===== config.mk =====
export PLATFORM = sky130hd
export DESIGN_NAME = evc_combiner
export DESIGN_NICKNAME = d
export VERILOG_FILES = /design/src/rtl/evc_pkg.sv /design/src/rtl/evc_decode.sv /design/src/rtl/evc_group.sv /design/src/rtl/evc_combiner.sv
export SDC_FILE = /design/constraint.sdc
export NUM_CORES = 1
export LEC_CHECK = 0
export BUFFER_PORTS_ARGS = -buffer_cell sky130_fd_sc_hd__buf_4
export CAP_MARGIN = 20
export CELL_PAD_IN_SITES_DETAIL_PLACEMENT = 2
export CELL_PAD_IN_SITES_GLOBAL_PLACEMENT = 2
export CORE_MARGIN = 1.5
export CORE_UTILIZATION = 40
export DETAILED_ROUTE_END_ITERATION = 6
export GPL_TIMING_DRIVEN = 0
export PLACE_DENSITY_LB_ADDON = 0.1
export SLEW_MARGIN = 15
export SYNTH_ARGS = -nofsm -noshare
export SYNTH_HDL_FRONTEND = slang
export SYNTH_SLANG_ARGS = --single-unit

===== constraint.sdc =====
create_clock -name clk -period 5.1 [get_ports clk]
set_clock_uncertainty 0.1 [all_clocks]
set_input_delay 1.275 -clock clk [delete_from_list [all_inputs] [get_ports clk]]
set_output_delay 1.275 -clock clk [all_outputs]
set_load 0.02 [all_outputs]

===== src/rtl/evc_pkg.sv =====
package evc_pkg;
  typedef enum logic [3:0] {
    K_FLAG   = 4'd0,
    K_SET    = 4'd1,
    K_CLR    = 4'd2,
    K_RSV    = 4'd3,
    K_MASK   = 4'd4,
    K_MFLAG  = 4'd5,
    K_XMASK  = 4'd6,
    K_XFLAG  = 4'd7,
    K_ASSERT = 4'd8
  } reg_kind_e;
endpackage


===== src/rtl/evc_decode.sv =====
module evc_decode #(
  parameter int NUM_GROUPS = 4,
  parameter int GROUP_W    = 32,
  parameter int GRP_AW     = 2,
  parameter int EVT_AW     = 7
) (
  input  logic                          wr_en,
  input  logic [3:0]                    kind,
  input  logic [GRP_AW-1:0]             grp,
  input  logic [GROUP_W-1:0]            wdata,
  output logic [NUM_GROUPS*GROUP_W-1:0] set_bits,
  output logic [NUM_GROUPS*GROUP_W-1:0] clr_bits,
  output logic [NUM_GROUPS-1:0]         mask_we,
  output logic [NUM_GROUPS-1:0]         xmask_we
);
  import evc_pkg::*;
  localparam int NUM_EVT = NUM_GROUPS * GROUP_W;

  logic              grp_ok;
  logic [EVT_AW-1:0] evt_num;
  logic [NUM_EVT-1:0] asrt_hot;

  assign grp_ok  = {1'b0, grp} < (GRP_AW+1)'(NUM_GROUPS);
  assign evt_num = wdata[EVT_AW-1:0];

  always_comb begin
    asrt_hot = '0;
    if (wr_en && kind == K_ASSERT && ({1'b0, evt_num} < (EVT_AW+1)'(NUM_EVT)))
      asrt_hot = NUM_EVT'(1) << evt_num;
  end

  for (genvar g = 0; g < NUM_GROUPS; g++) begin : g_dec
    logic hit;
    assign hit = wr_en && grp_ok && (grp == GRP_AW'(g));
    assign set_bits[g*GROUP_W +: GROUP_W] =
      ((hit && kind == K_SET) ? wdata : '0) | asrt_hot[g*GROUP_W +: GROUP_W];
    assign clr_bits[g*GROUP_W +: GROUP_W] = (hit && kind == K_CLR) ? wdata : '0;
    assign mask_we[g]  = hit && kind == K_MASK;
    assign xmask_we[g] = hit && kind == K_XMASK;
  end
endmodule


===== src/rtl/evc_group.sv =====
module evc_group #(
  parameter int GROUP_W = 32
) (
  input  logic               clk,
  input  logic               rst,
  input  logic [GROUP_W-1:0] evt_i,
  input  logic [GROUP_W-1:0] set_i,
  input  logic [GROUP_W-1:0] clr_i,
  input  logic               mask_we,
  input  logic               xmask_we,
  input  logic [GROUP_W-1:0] wdata,
  output logic [GROUP_W-1:0] flag_o,
  output logic [GROUP_W-1:0] mask_o,
  output logic [GROUP_W-1:0] xmask_o,
  output logic               irq_o,
  output logic               xpend_o
);
  logic [GROUP_W-1:0] flag_q, mask_q, xmask_q;
  logic               irq_q;

  always_ff @(posedge clk) begin
    if (rst) begin
      flag_q  <= '0;
      mask_q  <= '1;
      xmask_q <= '1;
      irq_q   <= 1'b0;
    end else begin
      flag_q <= (flag_q & ~clr_i) | evt_i | set_i;
      if (mask_we)  mask_q  <= wdata;
      if (xmask_we) xmask_q <= wdata;
      irq_q <= |(flag_q & ~mask_q);
    end
  end

  assign flag_o  = flag_q;
  assign mask_o  = mask_q;
  assign xmask_o = xmask_q;
  assign irq_o   = irq_q;
  assign xpend_o = |(flag_q & ~xmask_q);


  reset_state_chk: assert property (@(posedge clk)
    rst |=> (flag_q == '0 && mask_q == '1 && xmask_q == '1 && !irq_q));

  event_beats_clear_chk: assert property (@(posedge clk) disable iff (rst)
    1'b1 |=> ((flag_q & $past(evt_i)) == $past(evt_i)));

  clear_takes_chk: assert property (@(posedge clk) disable iff (rst)
    1'b1 |=> ((flag_q & $past(clr_i & ~evt_i & ~set_i)) == '0));

  irq_rise_chk: assert property (@(posedge clk) disable iff (rst)
    (|(flag_q & ~mask_q)) |=> irq_o);

  irq_fall_chk: assert property (@(posedge clk) disable iff (rst)
    !(|(flag_q & ~mask_q)) |=> !irq_o);
endmodule


===== src/rtl/evc_combiner.sv =====
module evc_combiner #(
  parameter int NUM_GROUPS = 4,
  parameter int GROUP_W    = 32,
  localparam int NUM_EVT   = NUM_GROUPS * GROUP_W,
  localparam int GRP_AW    = $clog2(NUM_GROUPS),
  localparam int EVT_AW    = $clog2(NUM_EVT),
  localparam int ADDR_W    = 4 + GRP_AW
) (
  input  logic               clk,
  input  logic               rst,
  input  logic [NUM_EVT-1:0] evt_i,
  input  logic               wr_en,
  input  logic               rd_en,
  input  logic [ADDR_W-1:0]  addr,
  input  logic [GROUP_W-1:0] wdata,
  output logic [GROUP_W-1:0] rdata,
  output logic [NUM_GROUPS-1:0] comb_irq_o,
  output logic               exc_o
);
  import evc_pkg::*;

  localparam logic [NUM_EVT-1:0] FB_MASK =
    {{(NUM_EVT-NUM_GROUPS){1'b0}}, {NUM_GROUPS{1'b1}}};

  logic [3:0]          kind;
  logic [GRP_AW-1:0]   grp;
  logic [NUM_EVT-1:0]  set_bits, clr_bits, evt_eff;
  logic [NUM_EVT-1:0]  flag_all, mask_all, xmask_all;
  logic [NUM_GROUPS-1:0] mask_we, xmask_we, irq_v, xpend_v;
  logic                exc_q;
  logic [GROUP_W-1:0]  rdata_q;

  assign kind = addr[ADDR_W-1 -: 4];
  assign grp  = addr[GRP_AW-1:0];

  // combined outputs re-enter as the lowest event numbers
  assign evt_eff = (evt_i & ~FB_MASK) | NUM_EVT'(irq_v);

  evc_decode #(
    .NUM_GROUPS(NUM_GROUPS), .GROUP_W(GROUP_W), .GRP_AW(GRP_AW), .EVT_AW(EVT_AW)
  ) u_dec (
    .wr_en(wr_en), .kind(kind), .grp(grp), .wdata(wdata),
    .set_bits(set_bits), .clr_bits(clr_bits),
    .mask_we(mask_we), .xmask_we(xmask_we)
  );

  for (genvar g = 0; g < NUM_GROUPS; g++) begin : g_grp
    evc_group #(.GROUP_W(GROUP_W)) u_grp (
      .clk(clk), .rst(rst),
      .evt_i(evt_eff[g*GROUP_W +: GROUP_W]),
      .set_i(set_bits[g*GROUP_W +: GROUP_W]),
      .clr_i(clr_bits[g*GROUP_W +: GROUP_W]),
      .mask_we(mask_we[g]), .xmask_we(xmask_we[g]), .wdata(wdata),
      .flag_o(flag_all[g*GROUP_W +: GROUP_W]),
      .mask_o(mask_all[g*GROUP_W +: GROUP_W]),
      .xmask_o(xmask_all[g*GROUP_W +: GROUP_W]),
      .irq_o(irq_v[g]), .xpend_o(xpend_v[g])
    );
  end

  always_ff @(posedge clk) begin
    if (rst) begin
      exc_q   <= 1'b0;
      rdata_q <= '0;
    end else begin
      exc_q <= |xpend_v;
      if (rd_en) begin
        if ({1'b0, grp} < (GRP_AW+1)'(NUM_GROUPS)) begin
          case (kind)
            K_FLAG:  rdata_q <= flag_all[grp*GROUP_W +: GROUP_W];
            K_MASK:  rdata_q <= mask_all[grp*GROUP_W +: GROUP_W];
            K_MFLAG: rdata_q <= flag_all[grp*GROUP_W +: GROUP_W]
                              & ~mask_all[grp*GROUP_W +: GROUP_W];
            K_XMASK: rdata_q <= xmask_all[grp*GROUP_W +: GROUP_W];
            K_XFLAG: rdata_q <= flag_all[grp*GROUP_W +: GROUP_W]
                              & ~xmask_all[grp*GROUP_W +: GROUP_W];
            default: rdata_q <= '0;
          endcase
        end else begin
          rdata_q <= '0;
        end
      end
    end
  end

  assign rdata      = rdata_q;
  assign comb_irq_o = irq_v;
  assign exc_o      = exc_q;


  exc_rise_chk: assert property (@(posedge clk) disable iff (rst)
    (|xpend_v) |=> exc_o);

  exc_fall_chk: assert property (@(posedge clk) disable iff (rst)
    !(|xpend_v) |=> !exc_o);

  feedback_chk: assert property (@(posedge clk) disable iff (rst)
    1'b1 |=> ((flag_all[NUM_GROUPS-1:0] & $past(irq_v)) == $past(irq_v)));

  assert_reg_chk: assert property (@(posedge clk) disable iff (rst)
    (wr_en && kind == K_ASSERT) |=> flag_all[$past(wdata[EVT_AW-1:0])]);

  wo_read_zero_chk: assert property (@(posedge clk) disable iff (rst)
    (rd_en && (kind == K_SET || kind == K_CLR || kind == K_RSV || kind == K_ASSERT))
      |=> (rdata == '0));
endmodule


Word-level counts from Yosys, hierarchy flattened

Index checks and enable logic that the tools add are counted.

Flip-flop bits (word level): 421
Bits of input ports: 170
Logic and storage cells: 111

Equal/unequal tests: 10
Shift operators: 4
Muxes and demuxes: 10
Bitwise logic cells: 41
Reduce and logical (&&, ||, !) cells: 28

Operators by type and width:

| operator              | number |
|---|---|
| $and 32x32->32        | 14 |
| $not 32->32           | 14 |
| $or 32x32->32         | 12 |
| $shiftx 128x8->32     | 3 |
| $mux 32               | 8 |
| $pmux 32 s5           | 1 |
| $mux 128              | 1 |
| $or 128x4->128        | 1 |
| $reduce_or 128->1     | 1 |
| $reduce_or 32->1      | 4 |
| $shl 1x7->128 const A | 1 |
| $logic_and 1x1->1     | 21 |
| $eq 4x3->1 const B    | 4 |
| $eq 2x2->1 const B    | 2 |
| $eq 4x1->1 const B    | 1 |
| $eq 4x2->1 const B    | 1 |
| $eq 4x4->1 const B    | 1 |
| $logic_not 4->1       | 1 |
| $eq 2x1->1 const B    | 1 |
| $logic_not 2->1       | 1 |

Logic depth before layout (Yosys ltp)

Depth after elaboration: 8
Depth in mapped cells: 8
Depth with buffers taken out: 5

Modules after synthesis

Synthesis repeated with hierarchy kept, for this count alone.

Cells, all modules: 2,570
Area, all modules: 24,094.4 sq um

By module, submodules not included:

| module       | times used | cells each | area each (sq um) |
|---|---|---|---|
| evc_group    | 4          | 420        | 3,990.1 |
| evc_combiner | 1          | 457        | 5,198.7 |
| evc_decode   | 1          | 433        | 2,935.3 |

Least setup slack after synthesis

Ideal clock, no wire load.

Path kind: input to register
From: in addr[0]
To: reg g_grp[0].u_grp.xmask_q[12]
Data arrival time: 2,685 ps
Required time: 4,871 ps
Slack: 2,186 ps
Cell stages on the path: 7
Path through: buf_4 -> or3b_1 -> buf_2 -> nor2_2 -> buf_4 -> mux2i_1 -> nand2_1

Word-level cells in the longest chain between the ends: 3

RTL lines:

| item                 | RTL line           | text |
|---|---|---|
| from (decl)          | evc_combiner.sv:14 | `input logic [ADDR_W-1:0] addr,` |
| $logic_not 2->1      | evc_decode.sv:34   | `assign hit = wr_en && grp_ok && (grp == GRP_AW'(g));` |
| $logic_and 1x1->1    | evc_decode.sv:34   |  |
| $logic_and 1x1->1    | evc_decode.sv:39   | `assign xmask_we[g] = hit && kind == K_XMASK;` |
| to (signal assigned) | evc_group.sv:30    | `if (xmask_we) xmask_q <= wdata;` |
| to (decl)            | evc_group.sv:18    | `logic [GROUP_W-1:0] flag_q, mask_q, xmask_q;` |

Every way passes these cells.
A chain may end at the register's enable or synchronous reset.

Final worst setup path

From: in addr[1]
To: reg g_grp[3].u_grp.mask_q[26]

Word-level cells in the longest chain between the ends: 3

RTL lines:

| item                 | RTL line         | text |
|---|---|---|
| $eq 2x2->1           | evc_decode.sv:34 |  |
| $logic_and 1x1->1    | evc_decode.sv:34 |  |
| $logic_and 1x1->1    | evc_decode.sv:38 | `assign mask_we[g] = hit && kind == K_MASK;` |
| to (signal assigned) | evc_group.sv:29  | `if (mask_we) mask_q <= wdata;` |
| to (decl)            | evc_group.sv:18  |  |

Every way passes these cells.

==> impl_metrics.tcl <==
set metrics [dict create \
    run_status "finished, final reports clean" \
    worst-path-max-fanout 10 \
    relSlewSlack 0.127 \
    cts_made_buffers 50 \
    rr_worst_depth 5 \
    critical_path_start "addr[1]" \
    cp.buffers_inverters 3 \
    via_count 23700 \
    synth_top_flop_cell "dfxtp_1" \
    postRouteWirelength_mm 142 \
    grt_setup_unrepaired "no" \
    critPathTopFamily "simple AND/OR/NAND/NOR gates" \
    fp.dieH_microns 238 \
    area_taken_by_multi_input_logic_gates_sq_mm 0.0120 \
    final_max_slew_viol_count 0 \
    synth.yosys.seq_area_share 0.383 \
    setup.worst_path.end "g_grp[3].u_grp.mask_o[26]" \
    total_nets_final 2844 \
    rd_place_congestion 1.04 \
    endpoint_kind "flop" \
    clock_tree.buffer_depth 3 \
    intPower_uw 5880 \
    cts_max_level 2 \
    synth-async-reset-ratio 0 \
    power_frac_clock 0.451 \
    startpoint_type "input pin" \
    wire_length_of_the_first_global_routing_pass_mm 193 \
    share_of_power_burned_in_registers 0.432 \
    synthDominantCellAreaShare 0.383 \
    edff_count_synth 0 \
    m1WireLength_mm 52.7 \
    power_density_mw_per_mm2 324 \
    kind_of_critical_path "input pin to flop" \
    globalRoute.totalOverflow 0 \
    synth_largest_area_cell "dfxtp_1" \
    drc_errors 0 \
    critPathArrivalTime_ns 3.82 \
    cts_setup_buffers 0 \
    layout_worst_path_cycle_share 0.677 \
    cell_at_the_root_of_the_clock_tree "clkbuf_16" \
    timing.critical_path.cells "buf_2 > nand3_1 > nor2_2 > buf_4 > buf_4 > mux2i_1 > nand2_1" \
    cts_tree "yes" \
    post_route_cells_drive_above_1_share 0.197 \
    dieWidth_microns 238 \
    ios 207 \
    max_clock_freq_ghz 0.289 \
    mean_area_per_synthesized_cell_sq_um 8.98 \
    fp.coreArea_sq_mm 0.0541 \
    r2r_slack_ns 2.26 \
    met2WireLength_mm 61.8 \
    number_of_distinct_library_cells_after_synthesis 55 \
    p_leak_uw 0.00924 \
    holdBufCountCts 0 \
    tritoncts_num_sinks 421 \
    place_hpwl_mm 112 \
    seq_area_sq_mm 0.00843 \
    crit_path_top_delay_cell "nor2_2" \
    hold_violations 0 \
    synth_seq_cells 421 \
    routed_wire_length_per_instance_microns 41.5 \
    design.die.area_sq_mm 0.0565 \
    critical-path-max-stage-delay_ns 0.61 \
    fin_tns_setup_ns 0 \
    vdd.ir_drop.worst_uv 260 \
    layout_filler_cell_count 5839 \
    cts.repair.resized 0 \
    placed_instances 3316 \
    start_util 0.407 \
    setup_viol 0 \
    numPortBuffers 166 \
    swShare 0.298 \
    final_period_minus_worst_setup_slack_ns 3.46 \
    final_critical_path_setup_slack_ns 1.64 \
    topRoutingLayerUsed "met5" \
    cap_violations 0 \
    timing.critical_path.depth 7 \
    placement_rows 85 \
    ant_nets 0 \
    grt_antenna_before_repair 8 \
    clkSlewWorstSetupHoldPaths_ns 0.06 \
    cpMostUsedCell "buf_4" \
    area_grow_syn2layout_pct 17.5 \
    required_time_at_the_worst_slack_endpoint_ns 5.46 \
    drtIter0Drc 3182 \
    layout.core_utilization 0.478 \
    postSynthNetCount 2622 \
    crit-reg2reg-launch "g_grp[0].u_grp.flag_o[30]" \
    post-place-ws_ns 1.16 \
    first_global_vias 24500 \
    total_power_uw 8380 \
    yosys.cell_count.top_type "nand2_1" \
    yosys-top-cells-area "dfxtp_1 (38%), mux4_2 (9.8%), nand2_1 (9.0%)" \
    clkLatencyLatePin_ns 0.62 \
    routed_wire_length_on_met3_mm 15.5 \
    hp-start "rdata[30]" \
    groute.usage.overall 0.493 \
    avgViaCountPerCell 6.93 \
    postSynthCellCount 2452 \
    worst_r2r_endpoint "g_grp[0].u_grp.irq_o" \
    synthTopCellsByCount "nand2_1 (526), dfxtp_1 (421), mux2i_1 (174)" \
    synthesis.yosys.warnings 0 \
    synthesis.area_sq_mm 0.0220 \
    worst_slew_pin_tran_ns 1.30 \
    switching_power_uw 2500 \
    share_comb_of_total_power 0.117 \
    worstHoldPathType "flop to flop" \
    stdcell_count 3416 \
    drt_pass1_iterations 7 \
    grt_start_max_net_pins 14 \
]
[logic make-up after synthesis]
family / count (synthesis) / synth area share
AND/OR/NAND/NOR: 843 / 0.176
AO/OA/AOI/OAI: 555 / 0.190
flip-flops: 421 / 0.383
buffers and inverters: 363 / 0.0739
multiplexers: 270 / 0.177
[through the flow]
step           cell area (sq um)  hold slack (ns)
2_1_floorplan              22000            0.350
6_report                   25900            0.393
3_5_place_dp               24200            0.380
4_1_cts                    25800            0.392
3_3_place_gp               24100            0.366
5_1_grt                    25900            0.421
[state kept, by name (all words and copies together) (netlist names)]
| signal | flops |
|---|---|
| g_grp.u_grp.xmask_o | 128 |
| g_grp.u_grp.irq_o | 4 |
| rdata | 32 |
| g_grp.u_grp.mask_o | 128 |
| g_grp.u_grp.flag_o | 128 |
| exc_o | 1 |
[routing by layer]
layer,global-route usage,up-vias
met2,0.765,1826
met1,0.613,12200
met4,0.341,2
met3,0.106,469
li1,-,9229
met5,0,-
[tightest hold or removal path: cells and delay by family (launching register included)]
family / cells / cell delay [ns]
compound gates: 1 / 0.05
flops: 1 / 0.32
simple gates: 1 / 0.09
[layout by cell type, fill, tap and decap left out, drive strengths merged, types with 2 or more instances in the layout]
cell      count
a2111oi       4
a211o        12
a211oi       32
a21oi       162
a221o         3
a221oi       96
a22oi        56
a32oi         7
a41oi         4
and2          4
and4          2
buf         265
bufinv        2
clkbuf      212
clkinv       14
clkinvlp      3
dfxtp       421
diode         4
inv         131
mux2i       174
mux4         96
nand2       526
nand2b       95
nand3        59
nand3b        5
nand4         4
nor2         71
nor2b        23
nor3         22
nor4         20
o2111a       15
o2111ai       4
o211ai       11
o21ai        35
o221ai        3
o22ai       108
or2           4
or4b          3
[final cells by class]
class	count	area share
Tap cell	696	0.0337
Sequential cell	421	0.326
Clock inverter	19	0.00634
Timing Repair Buffer	170	0.0494
Inverter	131	0.0190
Multi-Input combinational cell	1668	0.463
Buffer	232	0.0439
Antenna cell	4	0.000387
Clock buffer	75	0.0587
[worst min path at each step]
stage	to	cells after the start
floorplan	g_grp[2].u_grp.xmask_o[1]	2
global placement	g_grp[3].u_grp.xmask_o[13]	2
detailed placement	rdata[26]	2
CTS	rdata[30]	2
global route	rdata[21]	2
finish	rdata[30]	2
[power by group through the flow]
stage          Clock, uW  Combinational, uW  Sequential [uW]
2_1_floorplan          0                466             3550
3_3_place_gp           0                885             3650
3_5_place_dp           0                921             3660
4_1_cts             3770                937             3590
5_1_grt             3900                989             3610
6_report            3780                978             3620
Power figures use the tool's default switching activity.
